<file path="config.mk">
export PLATFORM = sky130hd
export DESIGN_NAME = loop_replay_buf
export DESIGN_NICKNAME = d
export VERILOG_FILES = /design/src/rtl/lrb_pkg.sv /design/src/rtl/lrb_store.sv /design/src/rtl/lrb_index.sv /design/src/rtl/lrb_ctrl.sv /design/src/rtl/loop_replay_buf.sv
export SDC_FILE = /design/constraint.sdc
export NUM_CORES = 2
export LEC_CHECK = 0
export BUFFER_PORTS_ARGS = -buffer_cell sky130_fd_sc_hd__buf_2
export CAP_MARGIN = 20
export CORE_MARGIN = 4
export CORE_UTILIZATION = 23
export DETAILED_ROUTE_END_ITERATION = 16
export SLEW_MARGIN = 30
export SYNTH_ARGS = -nofsm -noshare
export SYNTH_HDL_FRONTEND = slang
export SYNTH_HIERARCHICAL = 1
export SYNTH_SLANG_ARGS = --single-unit
</file>
<file path="constraint.sdc">
create_clock -name clk -period 9.34 [get_ports clk]
set_input_delay 0.934 -clock clk [delete_from_list [all_inputs] [get_ports clk]]
set_output_delay 0.934 -clock clk [all_outputs]
set_load 0.1 [all_outputs]
</file>
<file path="src/rtl/lrb_pkg.sv">
package lrb_pkg;
    typedef enum logic [1:0] {
        ST_IDLE    = 2'd0,
        ST_CAPTURE = 2'd1,
        ST_REPLAY  = 2'd2,
        ST_WAKE    = 2'd3
    } lrb_state_e;
endpackage

</file>
<file path="src/rtl/lrb_store.sv">
module lrb_store #(
    parameter int DEPTH = 48,
    parameter int UOP_W = 16,
    parameter int LANES = 4,
    localparam int AW   = $clog2(DEPTH)
) (
    input  logic                         clk,
    input  logic                         wr_en,
    input  logic [AW-1:0]                wr_addr,
    input  logic [UOP_W-1:0]             wr_data,
    input  logic [LANES-1:0][AW-1:0]     rd_addr,
    output logic [LANES-1:0][UOP_W-1:0]  rd_data
);
    logic [UOP_W-1:0] mem [DEPTH];

    always_ff @(posedge clk) begin
        if (wr_en) begin
            mem[wr_addr] <= wr_data;
        end
    end

    for (genvar k = 0; k < LANES; k++) begin : g_rd
        assign rd_data[k] = mem[rd_addr[k]];
    end
endmodule

</file>
<file path="src/rtl/lrb_index.sv">
module lrb_index #(
    parameter int DEPTH = 48,
    parameter int LANES = 4,
    localparam int CNT_W = $clog2(DEPTH + 1),
    localparam int AW    = $clog2(DEPTH)
) (
    input  logic                      clk,
    input  logic                      rst_n,
    input  logic                      active,
    input  logic [CNT_W-1:0]          base,
    input  logic [CNT_W-1:0]          len,
    output logic [LANES-1:0][AW-1:0]  idx,
    output logic [CNT_W-1:0]          next
);
    logic [LANES:0][CNT_W-1:0] chain;

    assign chain[0] = base;

    for (genvar k = 0; k < LANES; k++) begin : g_chain
        logic [CNT_W-1:0] inc;
        assign inc          = chain[k] + CNT_W'(1);
        assign chain[k+1]   = (inc == len) ? '0 : inc;
        assign idx[k]       = chain[k][AW-1:0];

        // every lane reads an entry inside the recorded loop
        assert_idx_in_range_R5: assert property (@(posedge clk) disable iff (!rst_n)
            active |-> (chain[k] < len));
    end

    assign next = chain[LANES];
endmodule

</file>
<file path="src/rtl/lrb_ctrl.sv">
module lrb_ctrl
    import lrb_pkg::*;
#(
    parameter int DEPTH = 48,
    parameter int PC_W  = 16,
    localparam int CNT_W = $clog2(DEPTH + 1),
    localparam int AW    = $clog2(DEPTH)
) (
    input  logic              clk,
    input  logic              rst_n,
    input  logic              in_valid,
    input  logic [PC_W-1:0]   in_pc,
    input  logic              loop_hint,
    input  logic [PC_W-1:0]   loop_target,
    input  logic              loop_exit,
    input  logic              fe_ready,
    input  logic [CNT_W-1:0]  next_rd,
    output lrb_state_e        state_o,
    output logic              wr_en,
    output logic [AW-1:0]     wr_addr,
    output logic              pass_en,
    output logic [CNT_W-1:0]  rd_base,
    output logic [CNT_W-1:0]  loop_len
);
    typedef struct packed {
        lrb_state_e       state;
        logic [PC_W-1:0]  tgt;
        logic [CNT_W-1:0] cnt;
        logic [CNT_W-1:0] rd;
    } ctrl_t;

    ctrl_t ctl_d, ctl_q;
    logic  hit;

    assign hit = (in_pc == ctl_q.tgt);

    always_comb begin
        ctl_d   = ctl_q;
        wr_en   = 1'b0;
        pass_en = 1'b0;
        unique case (ctl_q.state)
            ST_IDLE: begin
                pass_en = in_valid;
                if (loop_hint) begin
                    ctl_d.state = ST_CAPTURE;
                    ctl_d.tgt   = loop_target;
                    ctl_d.cnt   = '0;
                end
            end
            ST_CAPTURE: begin
                if (loop_exit) begin
                    pass_en     = in_valid;
                    ctl_d.state = ST_IDLE;
                    ctl_d.cnt   = '0;
                end else if (in_valid) begin
                    if (hit && ctl_q.cnt != '0) begin
                        ctl_d.state = ST_REPLAY;
                        ctl_d.rd    = '0;
                    end else if (!hit && ctl_q.cnt == '0) begin
                        pass_en = 1'b1;
                    end else if (ctl_q.cnt == CNT_W'(DEPTH)) begin
                        pass_en     = 1'b1;
                        ctl_d.state = ST_IDLE;
                        ctl_d.cnt   = '0;
                    end else begin
                        pass_en   = 1'b1;
                        wr_en     = 1'b1;
                        ctl_d.cnt = ctl_q.cnt + CNT_W'(1);
                    end
                end
            end
            ST_REPLAY: begin
                if (loop_exit) begin
                    ctl_d.state = ST_WAKE;
                    ctl_d.cnt   = '0;
                    ctl_d.rd    = '0;
                end else begin
                    ctl_d.rd = next_rd;
                end
            end
            ST_WAKE: begin
                if (fe_ready) begin
                    ctl_d.state = ST_IDLE;
                end
            end
            default: ctl_d.state = ST_IDLE;
        endcase
    end

    always_ff @(posedge clk or negedge rst_n) begin
        if (!rst_n) begin
            ctl_q <= '{state: ST_IDLE, tgt: '0, cnt: '0, rd: '0};
        end else begin
            ctl_q <= ctl_d;
        end
    end

    assign state_o  = ctl_q.state;
    assign wr_addr  = ctl_q.cnt[AW-1:0];
    assign rd_base  = ctl_q.rd;
    assign loop_len = ctl_q.cnt;

    // the recorded length never passes the storage depth
    assert_cnt_bound_R6: assert property (@(posedge clk) disable iff (!rst_n)
        ctl_q.cnt <= CNT_W'(DEPTH));

    // loop length is frozen for the whole replay
    assert_len_stable_R5: assert property (@(posedge clk) disable iff (!rst_n)
        (ctl_q.state == ST_REPLAY && $past(ctl_q.state) == ST_REPLAY) |-> $stable(ctl_q.cnt));

    // leaving replay empties the stored loop
    assert_exit_clears_R10: assert property (@(posedge clk) disable iff (!rst_n)
        (ctl_q.state == ST_REPLAY && loop_exit) |=> (ctl_q.cnt == '0));
endmodule

</file>
<file path="src/rtl/loop_replay_buf.sv">
module loop_replay_buf
    import lrb_pkg::*;
#(
    parameter int DEPTH = 48,
    parameter int UOP_W = 16,
    parameter int PC_W  = 16,
    parameter int LANES = 4,
    localparam int CNT_W = $clog2(DEPTH + 1),
    localparam int AW    = $clog2(DEPTH)
) (
    input  logic                    clk,
    input  logic                    rst_n,
    input  logic                    in_valid,
    input  logic [PC_W-1:0]         in_pc,
    input  logic [UOP_W-1:0]        in_uop,
    input  logic                    loop_hint,
    input  logic [PC_W-1:0]         loop_target,
    input  logic                    loop_exit,
    input  logic                    fe_ready,
    output logic [LANES-1:0]        out_valid,
    output logic [LANES*UOP_W-1:0]  out_uop,
    output logic                    fe_sleep
);
    lrb_state_e                 state;
    logic                       wr_en;
    logic [AW-1:0]              wr_addr;
    logic                       pass_en;
    logic [CNT_W-1:0]           rd_base;
    logic [CNT_W-1:0]           loop_len;
    logic [CNT_W-1:0]           next_rd;
    logic [LANES-1:0][AW-1:0]   rd_addr;
    logic [LANES-1:0][UOP_W-1:0] rd_data;
    logic                       replay_on;

    lrb_ctrl #(.DEPTH(DEPTH), .PC_W(PC_W)) u_ctrl (
        .clk         (clk),
        .rst_n       (rst_n),
        .in_valid    (in_valid),
        .in_pc       (in_pc),
        .loop_hint   (loop_hint),
        .loop_target (loop_target),
        .loop_exit   (loop_exit),
        .fe_ready    (fe_ready),
        .next_rd     (next_rd),
        .state_o     (state),
        .wr_en       (wr_en),
        .wr_addr     (wr_addr),
        .pass_en     (pass_en),
        .rd_base     (rd_base),
        .loop_len    (loop_len)
    );

    lrb_index #(.DEPTH(DEPTH), .LANES(LANES)) u_index (
        .clk    (clk),
        .rst_n  (rst_n),
        .active (state == ST_REPLAY),
        .base   (rd_base),
        .len    (loop_len),
        .idx    (rd_addr),
        .next   (next_rd)
    );

    lrb_store #(.DEPTH(DEPTH), .UOP_W(UOP_W), .LANES(LANES)) u_store (
        .clk     (clk),
        .wr_en   (wr_en),
        .wr_addr (wr_addr),
        .wr_data (in_uop),
        .rd_addr (rd_addr),
        .rd_data (rd_data)
    );

    assign replay_on = (state == ST_REPLAY) && !loop_exit;
    assign fe_sleep  = (state == ST_REPLAY);

    for (genvar k = 0; k < LANES; k++) begin : g_lane
        if (k == 0) begin : g_first
            assign out_valid[k] = replay_on | pass_en;
            assign out_uop[k*UOP_W +: UOP_W] = replay_on ? rd_data[k] :
                                               (pass_en ? in_uop : '0);
        end else begin : g_rest
            assign out_valid[k] = replay_on;
            assign out_uop[k*UOP_W +: UOP_W] = replay_on ? rd_data[k] : '0;
        end
    end

    // sleep begins only right after a completed recording
    assert_sleep_from_capture_R4: assert property (@(posedge clk) disable iff (!rst_n)
        $rose(fe_sleep) |-> ($past(state) == ST_CAPTURE));

    // a replay cycle without exit fills every lane
    assert_full_lanes_R5: assert property (@(posedge clk) disable iff (!rst_n)
        (fe_sleep && !loop_exit) |-> (&out_valid));

    // an exit during replay wakes the front end on the next cycle
    assert_exit_wakes_R7: assert property (@(posedge clk) disable iff (!rst_n)
        (fe_sleep && loop_exit) |=> !fe_sleep);

    // the first cycle after sleep ends is silent
    assert_wake_silent_R7: assert property (@(posedge clk) disable iff (!rst_n)
        $fell(fe_sleep) |-> (out_valid == '0));
endmodule

</file>
==> summary.txt <==
Status
  • Status: finished, final reports clean

STA
  • Worst Tran Pin Value: about 1.1 ns
  • Final setup fails: 0
  • Minimum clock period after layout: 9.074 ns
  • Crit share post-route: between 90% and 100%
  • Max Clk Rate: 0.1102 GHz
  • Slew margin rel.: 28.44%
  • Final Hold Vio Count: 0
  • RSZ-0062 raised after global routing: false
  • Final TNS setup: 0 ns
  • Hold_ws: roughly 0.29 ns
  • Setup Skew: approximately 0.032 ns
  • Slew Viols, Final: 0

Critical path
  • Crit. End Element: primary output
  • Critical path buffers and inverters: 5
  • WS Path Type: reg2out
  • CP startpoint: u_ctrl/rd_base[0]$_DFFE_PN0P_
  • Top Family by Delay on Critical Path: compound AO/OA/AOI/OAI gates
  • Critical Path Source Type: flip-flop
  • Most frequent CP cell: buf_4
  • Worst Path Required: between 8 and 9 ns
  • Levels on crit path: 26
  • Worst path max stage delay: a little over 0.7 ns
  • Worst r2r path cells: 35
  • Worst EP arrival: a little over 8 ns
  • Crit path max-delay cell type: o41ai_1
  • Crit Path Max Fanout: 35
  • RR Startpoint: u_ctrl/rd_base[0]$_DFFE_PN0P_

Synthesis
  • Synthesized cell area: about 53,000 um2
  • Yosys warnings: 6
  • FFs w/ async S/R, synth: 3.759%
  • Sequential share of the synthesized area: 44.73%
  • Yosys top cell area share: 43.32%
  • Most used DFF post-synth: edfxtp_1
  • Yosys reg bits: roughly 800
  • Post-synthesis instance total: about 3,800
  • Synth cell types: 79
  • Main area contributors after synthesis: edfxtp_1 43%, mux2i_1 20%, mux4_2 14%
  • Post-synth net total: 3,910
  • Syn Area/Cell: ~14 um2
  • Most frequent cells after synthesis: 1,043 x mux2i_1, 768 x edfxtp_1, 320 x mux4_2
  • Number of synthesized flops with an enable pin: ~770
  • Largest area contributor in the netlist: edfxtp_1
  • Cell with the most instances after synthesis: mux2i_1

Finish
  • FF/Latch Area: 23,820 um2
  • Fillers: around 23,000
  • Area of the multi-input gates: around 27,000 um2
  • Post-Layout Cell Count: 6,960
  • Design area: approximately 61,000 um2
  • Core Util, Final: between 20% and 30%
  • Layout area overhead: 13.93%
  • Layout cells sized above 1: about a quarter
  • Final #Nets: just under 4,000

Floorplan
  • Die Ht: roughly 490 um
  • Ports: roughly 120
  • Core area: around 230,000 um2
  • Rows: 176
  • Die width: around 500 um
  • Die area: between 200,000 and 250,000 um2
  • Starting Density: a little under a quarter

Routing
  • Drt wl/cell: ~31 um
  • DR vias/cell: around 5.7
  • First-iteration detailed-routing DRC count: 5,424
  • Via count: between 30,000 and 40,000
  • DRC viols: 0
  • Post-route ant nets: 0
  • Routed WL: 214.3 mm
  • DRT Pass-1 Iters: 7

Global routing
  • First-pass GRT wire length: around 300 mm
  • Largest net degree at the start of global routing: between 100 and 150
  • Number of global-route vias before repair: a little under 40,000
  • Initial antenna violation count: 14
  • GRT Total Usage: roughly 17%
  • GRT Residual Overflow: 0

Clocking
  • H-Tree Depth: 3
  • Worst-skew pair later-pin latency: between 0.7 and 0.8 ns
  • Clock root buffer: clkbuf_16
  • TritonCTS clock tree: done
  • Clock buffer depth: 3
  • CTS sink cnt: between 700 and 800
  • Clk pin slew, worst setup/hold paths: 0.06 ns
  • TritonCTS Buffers: 89

Place
  • # port buffers: approximately 120
  • Final HPWL from detailed placement: 129.4 mm
  • Final RePlAce weighted congestion: 0.9015
  • Dpl cell area: around 58,000 um2
  • Dpl cells: 6,783

Power and ir drop
  • Power Dens Cells: roughly 130 nW/um2
  • Lkg Pwr: roughly 21 nW
  • VDD IR max: about 110 uV

Worst hold path
  • Hold crit path type: in2async

Run
  • Max-Cap Viols: 0
==> cell families after synthesis <==
kind of cell	share of synthesized area [%]
flops	44.73
fa+ha+maj	0.2585
buf+inv	4.884
xor+xnor	0.9989
compound gates	12.22
simple gates	3.399
mux	33.51
==> worst paths after layout <==
path                                                 end  slack (ns)
setup reg to reg           u_ctrl/rd_base[1]$_DFFE_PN0P_        1.69
hold / removal              u_ctrl/ctl_q[19]$_DFFE_PN0P_        0.29
max in group asynchronous  u_ctrl/rd_base[1]$_DFFE_PN0P_        8.53
min in group clk            u_ctrl/ctl_q[21]$_DFFE_PN0P_        0.47
setup / recovery                             out_uop[36]        0.27
hold reg to reg             u_ctrl/ctl_q[14]$_DFFE_PN0P_        0.53
==> repair_timing <==
| action | in CTS | in global routing |
|---|---|---|
| cloned | 0 | 1 |
| endpoints found under the setup margin | 16 | 18 |
| hold buffers | 0 | 0 |
| gates resized for setup | 7 | 13 |
| pin swaps | 3 | 5 |
| buffers inserted | 4 | 10 |
==> through the flow <==
stage	total power, mW	setup WS [ns]
after floorplan	4.292	0.9923
after global routing	8.041	0.03531
after detailed placement	4.436	0.1617
after CTS	7.875	0.01810
after global placement	4.426	0.08828
final	7.826	0.2662
==> cell type report <==
cell class,count,share of cell area [%]
antenna,4,0.01650
clock buffer,108,3.895
clock inverter,48,0.6870
inverter,27,0.1671
multi-input combinational,2632,45.05
sequential,798,39.28
tap,3026,6.243
timing repair buffer,317,4.663
==> power by group <==
part / leakage (nW) / switching, mW / internal (mW) / total (mW)
logic: 12.9 / 0.269 / 0.104 / 0.373
registers: 7.27 / 0.0305 / 3.96 / 3.99
clock network: 1.36 / 1.51 / 1.96 / 3.46
==> routing by layer <==
metal  up-vias  routed length (um)  global-route usage, %
met4         6               13580                  9.070
met5         -                  41                      0
li1      15933                   -                      -
met3       724               25480                  4.774
met2      2813               93010                  25.89
met1     20328               82180                  22.41
==> worst register-to-register path: cells and delay by family, from the launching register on <==
family,cells,cell delay [ns]
compound gates,12,2.79
xor+xnor,4,0.85
fa+ha+maj,4,1.02
buf+inv,5,0.87
flops,1,0.53
mux,1,0.13
simple gates,9,1.37
==> sequential cells by signal, summed over array words and instances, names as in the netlist, named ones only <==
name / count
u_store/mem: 768
u_ctrl/ctl_q: 16
u_ctrl/loop_len: 6
u_ctrl/rd_base: 6
u_ctrl/state_o: 1
==> placed cells by master (no fill, tap or decap), types with 53 or more instances in the layout <==
master     count
mux2i_1     1042
edfxtp_1     768
mux4_2       320
a22oi_1      257
buf_4        175
a21oi_1      136
a22o_1       131
a221oi_1     127
nand2_1      110
clkbuf_16     93
buf_2         87
o22ai_1       64
and2_1        53
(Power assumes the default switching activity.)
